### config.mk
export PLATFORM = sky130hd
export DESIGN_NAME = excl_monitor
export DESIGN_NICKNAME = d
export VERILOG_FILES = /design/src/rtl/excl_pkg.sv /design/src/rtl/excl_arbiter.sv /design/src/rtl/excl_mem.sv /design/src/rtl/excl_rsv_slot.sv /design/src/rtl/excl_monitor.sv
export SDC_FILE = /design/constraint.sdc
export NUM_CORES = 1
export LEC_CHECK = 0
export ABC_AREA = 1
export BUFFER_PORTS_ARGS = -buffer_cell sky130_fd_sc_hd__buf_4
export CAP_MARGIN = 0
export CORE_UTILIZATION = 61
export CTS_BUF_LIST = sky130_fd_sc_hd__clkbuf_16
export DETAILED_ROUTE_END_ITERATION = 6
export GPL_ROUTABILITY_DRIVEN = 0
export PLACE_DENSITY = 0.86
export SETUP_SLACK_MARGIN = 0.4
export SYNTH_ARGS = -nofsm -noshare
export SYNTH_HDL_FRONTEND = slang
export SYNTH_HIERARCHICAL = 1
export SYNTH_SLANG_ARGS = --single-unit
### constraint.sdc
create_clock -name clk -period 5.2 [get_ports clk]
set_input_delay 1.56 -clock clk [delete_from_list [all_inputs] [get_ports clk]]
set_output_delay 1.56 -clock clk [all_outputs]
set_load 0.05 [all_outputs]
### src/rtl/excl_pkg.sv
package excl_pkg;

    typedef enum logic [2:0] {
        OP_LOAD  = 3'd0,
        OP_STORE = 3'd1,
        OP_LDEX  = 3'd2,
        OP_STEX  = 3'd3,
        OP_CLREX = 3'd4
    } op_e;

    typedef enum logic {
        RSV_IDLE = 1'b0,
        RSV_HELD = 1'b1
    } rsv_state_e;

    localparam int unsigned STAT_OK   = 0;
    localparam int unsigned STAT_FAIL = 1;

endpackage

### src/rtl/excl_arbiter.sv
module excl_arbiter #(
    parameter int N_AGENTS = 3,
    localparam int IDX_W = (N_AGENTS > 1) ? $clog2(N_AGENTS) : 1
) (
    input  logic [N_AGENTS-1:0] valid,
    output logic [N_AGENTS-1:0] grant,
    output logic [IDX_W-1:0]    gnt_idx,
    output logic                gnt_any
);
    // lowest index wins: scan from the top so the last hit is the lowest
    always_comb begin
        grant   = '0;
        gnt_idx = '0;
        gnt_any = 1'b0;
        for (int i = N_AGENTS - 1; i >= 0; i--) begin
            if (valid[i]) begin
                grant    = '0;
                grant[i] = 1'b1;
                gnt_idx  = IDX_W'(i);
                gnt_any  = 1'b1;
            end
        end
    end
endmodule

### src/rtl/excl_mem.sv
module excl_mem #(
    parameter int ADDR_W = 4,
    parameter int DATA_W = 16,
    localparam int DEPTH = 1 << ADDR_W
) (
    input  logic              clk,
    input  logic              rst_n,
    input  logic              we,
    input  logic [ADDR_W-1:0] waddr,
    input  logic [DATA_W-1:0] wdata,
    input  logic [ADDR_W-1:0] raddr,
    output logic [DATA_W-1:0] rdata
);
    logic [DATA_W-1:0] mem_q [DEPTH];

    always_ff @(posedge clk) begin
        if (!rst_n) begin
            for (int i = 0; i < DEPTH; i++) mem_q[i] <= '0;
        end else if (we) begin
            mem_q[waddr] <= wdata;
        end
    end

    assign rdata = mem_q[raddr];
endmodule

### src/rtl/excl_rsv_slot.sv
module excl_rsv_slot
    import excl_pkg::*;
#(
    parameter int ADDR_W = 4
) (
    input  logic              clk,
    input  logic              rst_n,
    input  logic              own_gnt,
    input  op_e               own_op,
    input  logic [ADDR_W-1:0] own_addr,
    input  logic              wr_en,
    input  logic [ADDR_W-1:0] wr_addr,
    output logic              held,
    output logic [ADDR_W-1:0] rsv_addr
);
    rsv_state_e        state_q, state_d;
    logic [ADDR_W-1:0] addr_q, addr_d;

    // next-state decision
    always_comb begin
        state_d = state_q;
        addr_d  = addr_q;
        unique case (state_q)
            RSV_IDLE: begin
                if (own_gnt && own_op == OP_LDEX) begin   // TAKE
                    state_d = RSV_HELD;
                    addr_d  = own_addr;
                end
            end
            RSV_HELD: begin
                if (own_gnt && own_op == OP_LDEX) begin   // RETAKE
                    addr_d = own_addr;
                end else if (own_gnt && (own_op == OP_STEX || own_op == OP_CLREX)) begin
                    state_d = RSV_IDLE;                   // RELEASE
                end else if (wr_en && wr_addr == addr_q) begin
                    state_d = RSV_IDLE;                   // SNOOP_KILL
                end
            end
            default: state_d = RSV_IDLE;
        endcase
    end

    // state register
    always_ff @(posedge clk) begin
        if (!rst_n) begin
            state_q <= RSV_IDLE;
            addr_q  <= '0;
        end else begin
            state_q <= state_d;
            addr_q  <= addr_d;
        end
    end

    // outputs
    always_comb begin
        held     = (state_q == RSV_HELD);
        rsv_addr = addr_q;
    end
endmodule

### src/rtl/excl_monitor.sv
module excl_monitor
    import excl_pkg::*;
#(
    parameter int N_AGENTS = 3,
    parameter int ADDR_W   = 4,
    parameter int DATA_W   = 16
) (
    input  logic                         clk,
    input  logic                         rst_n,
    input  logic [N_AGENTS-1:0]          req_valid,
    input  logic [3*N_AGENTS-1:0]        req_op,
    input  logic [ADDR_W*N_AGENTS-1:0]   req_addr,
    input  logic [DATA_W*N_AGENTS-1:0]   req_wdata,
    output logic [N_AGENTS-1:0]          req_ready,
    output logic [N_AGENTS-1:0]          rsp_valid,
    output logic [DATA_W-1:0]            rsp_data
);
    localparam int IDX_W = (N_AGENTS > 1) ? $clog2(N_AGENTS) : 1;

    op_e               op_a    [N_AGENTS];
    logic [ADDR_W-1:0] addr_a  [N_AGENTS];
    logic [DATA_W-1:0] wdata_a [N_AGENTS];
    logic [ADDR_W-1:0] rsv_addr_a [N_AGENTS];
    logic [N_AGENTS-1:0]        held;
    logic [ADDR_W*N_AGENTS-1:0] rsv_addr_flat;

    logic [N_AGENTS-1:0] grant;
    logic [IDX_W-1:0]    gnt_idx;
    logic                gnt_any;
    op_e                 gnt_op;
    logic [ADDR_W-1:0]   gnt_addr;
    logic [DATA_W-1:0]   gnt_wdata;

    logic              stex_ok;
    logic              wr_en;
    logic [ADDR_W-1:0] wr_addr;
    logic [DATA_W-1:0] mem_rdata;
    logic [DATA_W-1:0] rsp_data_d;

    logic [N_AGENTS-1:0] rsp_valid_q;
    logic [DATA_W-1:0]   rsp_data_q;

    excl_arbiter #(.N_AGENTS(N_AGENTS)) u_arb (
        .valid   (req_valid),
        .grant   (grant),
        .gnt_idx (gnt_idx),
        .gnt_any (gnt_any)
    );

    for (genvar g = 0; g < N_AGENTS; g++) begin : g_agent
        assign op_a[g]    = op_e'(req_op[3*g +: 3]);
        assign addr_a[g]  = req_addr[ADDR_W*g +: ADDR_W];
        assign wdata_a[g] = req_wdata[DATA_W*g +: DATA_W];

        excl_rsv_slot #(.ADDR_W(ADDR_W)) u_slot (
            .clk      (clk),
            .rst_n    (rst_n),
            .own_gnt  (grant[g]),
            .own_op   (op_a[g]),
            .own_addr (addr_a[g]),
            .wr_en    (wr_en),
            .wr_addr  (wr_addr),
            .held     (held[g]),
            .rsv_addr (rsv_addr_a[g])
        );

        assign rsv_addr_flat[ADDR_W*g +: ADDR_W] = rsv_addr_a[g];
    end

    // granted request mux
    always_comb begin
        gnt_op    = op_a[gnt_idx];
        gnt_addr  = addr_a[gnt_idx];
        gnt_wdata = wdata_a[gnt_idx];
    end

    // commit decision for the granted request
    always_comb begin
        stex_ok    = held[gnt_idx] && (rsv_addr_a[gnt_idx] == gnt_addr);
        wr_en      = 1'b0;
        rsp_data_d = '0;
        unique case (gnt_op)
            OP_STORE: wr_en = gnt_any;
            OP_STEX: begin
                wr_en      = gnt_any && stex_ok;
                rsp_data_d = stex_ok ? DATA_W'(STAT_OK) : DATA_W'(STAT_FAIL);
            end
            OP_CLREX: rsp_data_d = '0;
            default:  rsp_data_d = mem_rdata;   // loads and unused codes
        endcase
    end

    assign wr_addr = gnt_addr;

    excl_mem #(.ADDR_W(ADDR_W), .DATA_W(DATA_W)) u_mem (
        .clk   (clk),
        .rst_n (rst_n),
        .we    (wr_en),
        .waddr (wr_addr),
        .wdata (gnt_wdata),
        .raddr (gnt_addr),
        .rdata (mem_rdata)
    );

    // response register
    always_ff @(posedge clk) begin
        if (!rst_n) begin
            rsp_valid_q <= '0;
            rsp_data_q  <= '0;
        end else begin
            rsp_valid_q <= grant;
            if (gnt_any) rsp_data_q <= rsp_data_d;
        end
    end

    assign req_ready = grant;
    assign rsp_valid = rsp_valid_q;
    assign rsp_data  = rsp_data_q;
endmodule

==> implementation parameters <==
Parameter                              Value

CTS
  Clock-pin slew of the registers on the worst-case setup and hold paths    0.06 ns
  Resized cells post-CTS    0
  Clock latency on the worst-skew pair    around 0.58 ns
  Number of buffers created by CTS    30
  Clock Sinks    290
  CTS hold repair buffers    0
  Clock tree from TritonCTS    built
  Buffer cell driving the clock tree root    sky130_fd_sc_hd__clkbuf_16
  Number of buffers inserted to repair setup after CTS    0
  Total number of H-tree levels    1
  Clock buffer depth    3

Synthesis
  Fraction of the yosys area taken by sequential cells    a little under three fifths
  Top-area cell type share of the netlist area    52.48%
  Leading post-synthesis cells by cell area    sky130_fd_sc_hd__edfxtp_1, sky130_fd_sc_hd__nand2_1, sky130_fd_sc_hd__nor2_1
  Count of cell types in the netlist    25
  Cell accounting for the most synthesized area    sky130_fd_sc_hd__edfxtp_1
  Number of warning messages in the yosys log    6
  Syn avg cell area    a little over 8 um2
  Synthesized cell area    14,650 um2
  Number of storage elements in the synthesis netlist    between 200 and 300
  Number of standard cells after synthesis    1,789
  Net count after synthesis    between 1,500 and 2,000

Setup path
  Kind of start point of the critical path    input port
  Master of the slowest instance on the critical path    sky130_fd_sc_hd__nand2_1
  Buffers plus inverters on the worst setup path    3
  Worst-case reg-to-reg path depth    12
  Critical path fanouts, max    23
  Setup slack on the worst flop-to-flop path    between 2 and 2.5 ns
  R2R Path End    u_mem/mem_q[12][10]
  Worst path cell trace    buf_4 -> inv_2 -> nand2_2 -> nor2_2 -> nand2_2 -> inv_4 -> nand2_1 -> o21ai_4 -> nor2_1 -> nor2_1 -> nand3_1 -> a21oi_1 -> nand2_2 -> nor3_4 -> nand2_2 -> nand2_1
  Worst stage delay on the critical path    ~0.60 ns
  Startpoint-to-endpoint class of the critical path    input port to flop
  Startpoint of the most critical register-to-register path    g_agent[2].u_slot/rsv_addr[0]
  Data arrival time of the critical path    roughly 4.7 ns
  Worst endpoint required time    5.39 ns
  Sort of element at the end of the critical path    flop
  Top cell by count, worst path    sky130_fd_sc_hd__nand2_2
  Family of cells with the greatest summed delay on the critical path    simple AND/OR/NAND/NOR gates

Timing
  Fin worst setup slack    between 0.7 and 0.8 ns
  Final total negative setup slack    0 ns
  Unrepaired setup endpoints after global routing    no
  Actual slew at the worst max-slew pin    about 1.0 ns
  Count of final setup violators    0
  Peak clock frequency supported by timing    approximately 220 MHz
  Clock period minus final worst setup slack    around 4.5 ns
  Worst-case headroom to the max-slew limit    a little under a third
  Number of max-slew violations in the final report    0
  Hold Vio Cnt, Final    0
  Fin crit share    between 80 and 90%
  Post-Route Skew    roughly 0.029 ns

Power
  Switching pwr    approximately 0.0016 W
  Clock share of power    36.5%
  Overall power after layout    0.005596 W
  Leakage dissipation    approximately 7.6 nW
  Maximum ir drop on the vdd rail    0.2543 mV
  Share of total power consumed by net switching    between 20% and 30%
  Pwr per Cell Area    about 340 nW/um2
  Part of the total power dissipated in combinational logic    15.8%
  Int Pwr    ~0.004 W
  Sequential share of power    between 40% and 50%

Layout
  Synthesis-to-layout area growth    12.95%
  Layout cells sized above 1    11.76%
  Leading cell type in the layout, fill and taps excluded    sky130_fd_sc_hd__nand2_1
  Number of fill cells    around 1,700
  Commonest non-fill, non-tap cells in the layout    sky130_fd_sc_hd__nand2_1, sky130_fd_sc_hd__nor2_1, sky130_fd_sc_hd__inv_1
  Number of nets in the layout    between 1,500 and 2,000
  Number of diodes    0
  Core Util, Final    a little over two thirds

Placement
  Sum of net half-perimeters after detailed placement    around 25,000 um
  Count of buffers inserted at the top-level ports    95
  Minimum setup slack after placement    0.3128 ns

Routing
  Average via count per standard cell    approximately 5.7
  Initial drt markers    2,082
  Max Used Layer    met4
  Detailed-route wire length per cell    18.00 um
  Routed wire length    approximately 39,000 um
  Detailed-route via count    around 12,000
  DRC violations left    1
  Met2 layer wire length in the routed design    18,210 um
  Routed length on met3    approximately 5000 um
  Number of iterations in the first detailed-routing pass    7
  Remaining antenna violation count    0
  WL met1    approximately 14,000 um

Hold path
  Worst hold path endpoint    g_agent[2].u_slot/rsv_addr[3]
  Source of the worst hold timing path    g_agent[2].u_slot/rsv_addr[3]
  Worst Hold Depth    2
  Worst min-delay path class    flop to flop

Floorplanning
  Area of the core region    roughly 24,000 um2
  Die span in x    between 150 and 200 um
  I/O pin count    96
  Initial core utilization    62.22%
  Die height    ~160 um
  Num rows    between 50 and 60
  Die ar.    around 25,000 um2

Status
  Violations in the final reports    design-rule violations
  Result of the run    complete, but fails checks

Global routing
  Number of global-route vias before repair    between 10,000 and 15,000
  Largest net degree at the start of global routing    roughly 130
  GRT Residual Overflow    0
  Tot GR Track Use    between 30% and 40%
  Wire length of the first global-routing pass    around 60,000 um
  Antenna violations before repair    0

Job
  Number of max-cap violations    0
==> sequential cells by signal (all words and copies together), names as in the netlist <==
| register | cells |
|---|---|
| rsp_valid | 3 |
| u_mem/mem_q | 256 |
| rsp_data | 16 |
| g_agent.u_slot/held | 3 |
| g_agent.u_slot/rsv_addr | 12 |
==> layout make-up <==
class                           instances  area (um2)  area share (%)
Sequential cell                       290        8368           50.57
Timing Repair Buffer                  131        1008           6.095
Clock inverter                         25       191.4           1.157
Clock buffer                           30       750.7           4.537
Multi-Input combinational cell       1132        4837           29.23
Inverter                              263       991.0           5.989
Tap cell                              319       399.1           2.412
==> power groups by stage <==
stage	registers (W)	logic (W)	clock network [W]
after floorplan	0.00276	0.000497	0
after global placement	0.00271	0.000832	0
after detailed placement	0.00271	0.000850	0
after CTS	0.00266	0.000857	0.00206
after global routing	0.00267	0.000945	0.00214
final	0.00266	0.000887	0.00205
==> worst max path at each step <==
stage                 start             endpoint  slack [ns]  depth (start not counted)
2_1_floorplan  req_valid[1]    u_mem/mem_q[0][0]        0.59                         18
3_3_place_gp   req_valid[1]  u_mem/mem_q[12][14]        0.46                         18
3_5_place_dp   req_valid[1]   u_mem/mem_q[7][10]        0.31                         16
4_1_cts        req_valid[1]  u_mem/mem_q[12][12]        0.83                         16
5_1_grt        req_valid[1]   u_mem/mem_q[12][3]        0.53                         18
6_report       req_valid[1]  u_mem/mem_q[12][10]        0.73                         16
==> routing by layer <==
metal | track usage [%] | up-vias
met4 | 16.06 | 0
met2 | 51.30 | 851
met1 | 42.55 | 5693
met5 | 0 | -
met3 | 7.131 | 183
li1 | - | 5735
==> per-stage QoR <==
| step | area (um2) | hold slack, ns | std cells |
|---|---|---|---|
| 2_1_floorplan | 14650 | 0.4536 | 1789 |
| 3_3_place_gp | 15600 | 0.4752 | 2135 |
| 3_5_place_dp | 15600 | 0.4846 | 2135 |
| 4_1_cts | 16550 | 0.4955 | 2190 |
| 5_1_grt | 16550 | 0.5136 | 2190 |
| 6_report | 16550 | 0.4965 | 2190 |
==> synth_stat cells, drive strengths merged <==
master	number
a21boi	1
inv	263
clkbuf	49
a21oi	36
nor3	4
dfxtp	34
o21ai	70
edfxtp	256
nor2	313
nand3	201
buf	55
nand2	504
xnor2	3
==> cells by family after synthesis <==
family / share of synthesized area, %
XOR/XNOR: 0.1794
flip-flops: 57.12
buffers and inverters: 10.08
AND/OR/NAND/NOR: 28.72
AO/OA/AOI/OAI: 3.903
==> worst min-delay path: stages, from the launching register on <==
cell and delay (ns):
sky130_fd_sc_hd__dfxtp_1 0.31, sky130_fd_sc_hd__inv_1 0.08, sky130_fd_sc_hd__a21oi_1 0.06
Power figures use the tool's default switching activity.
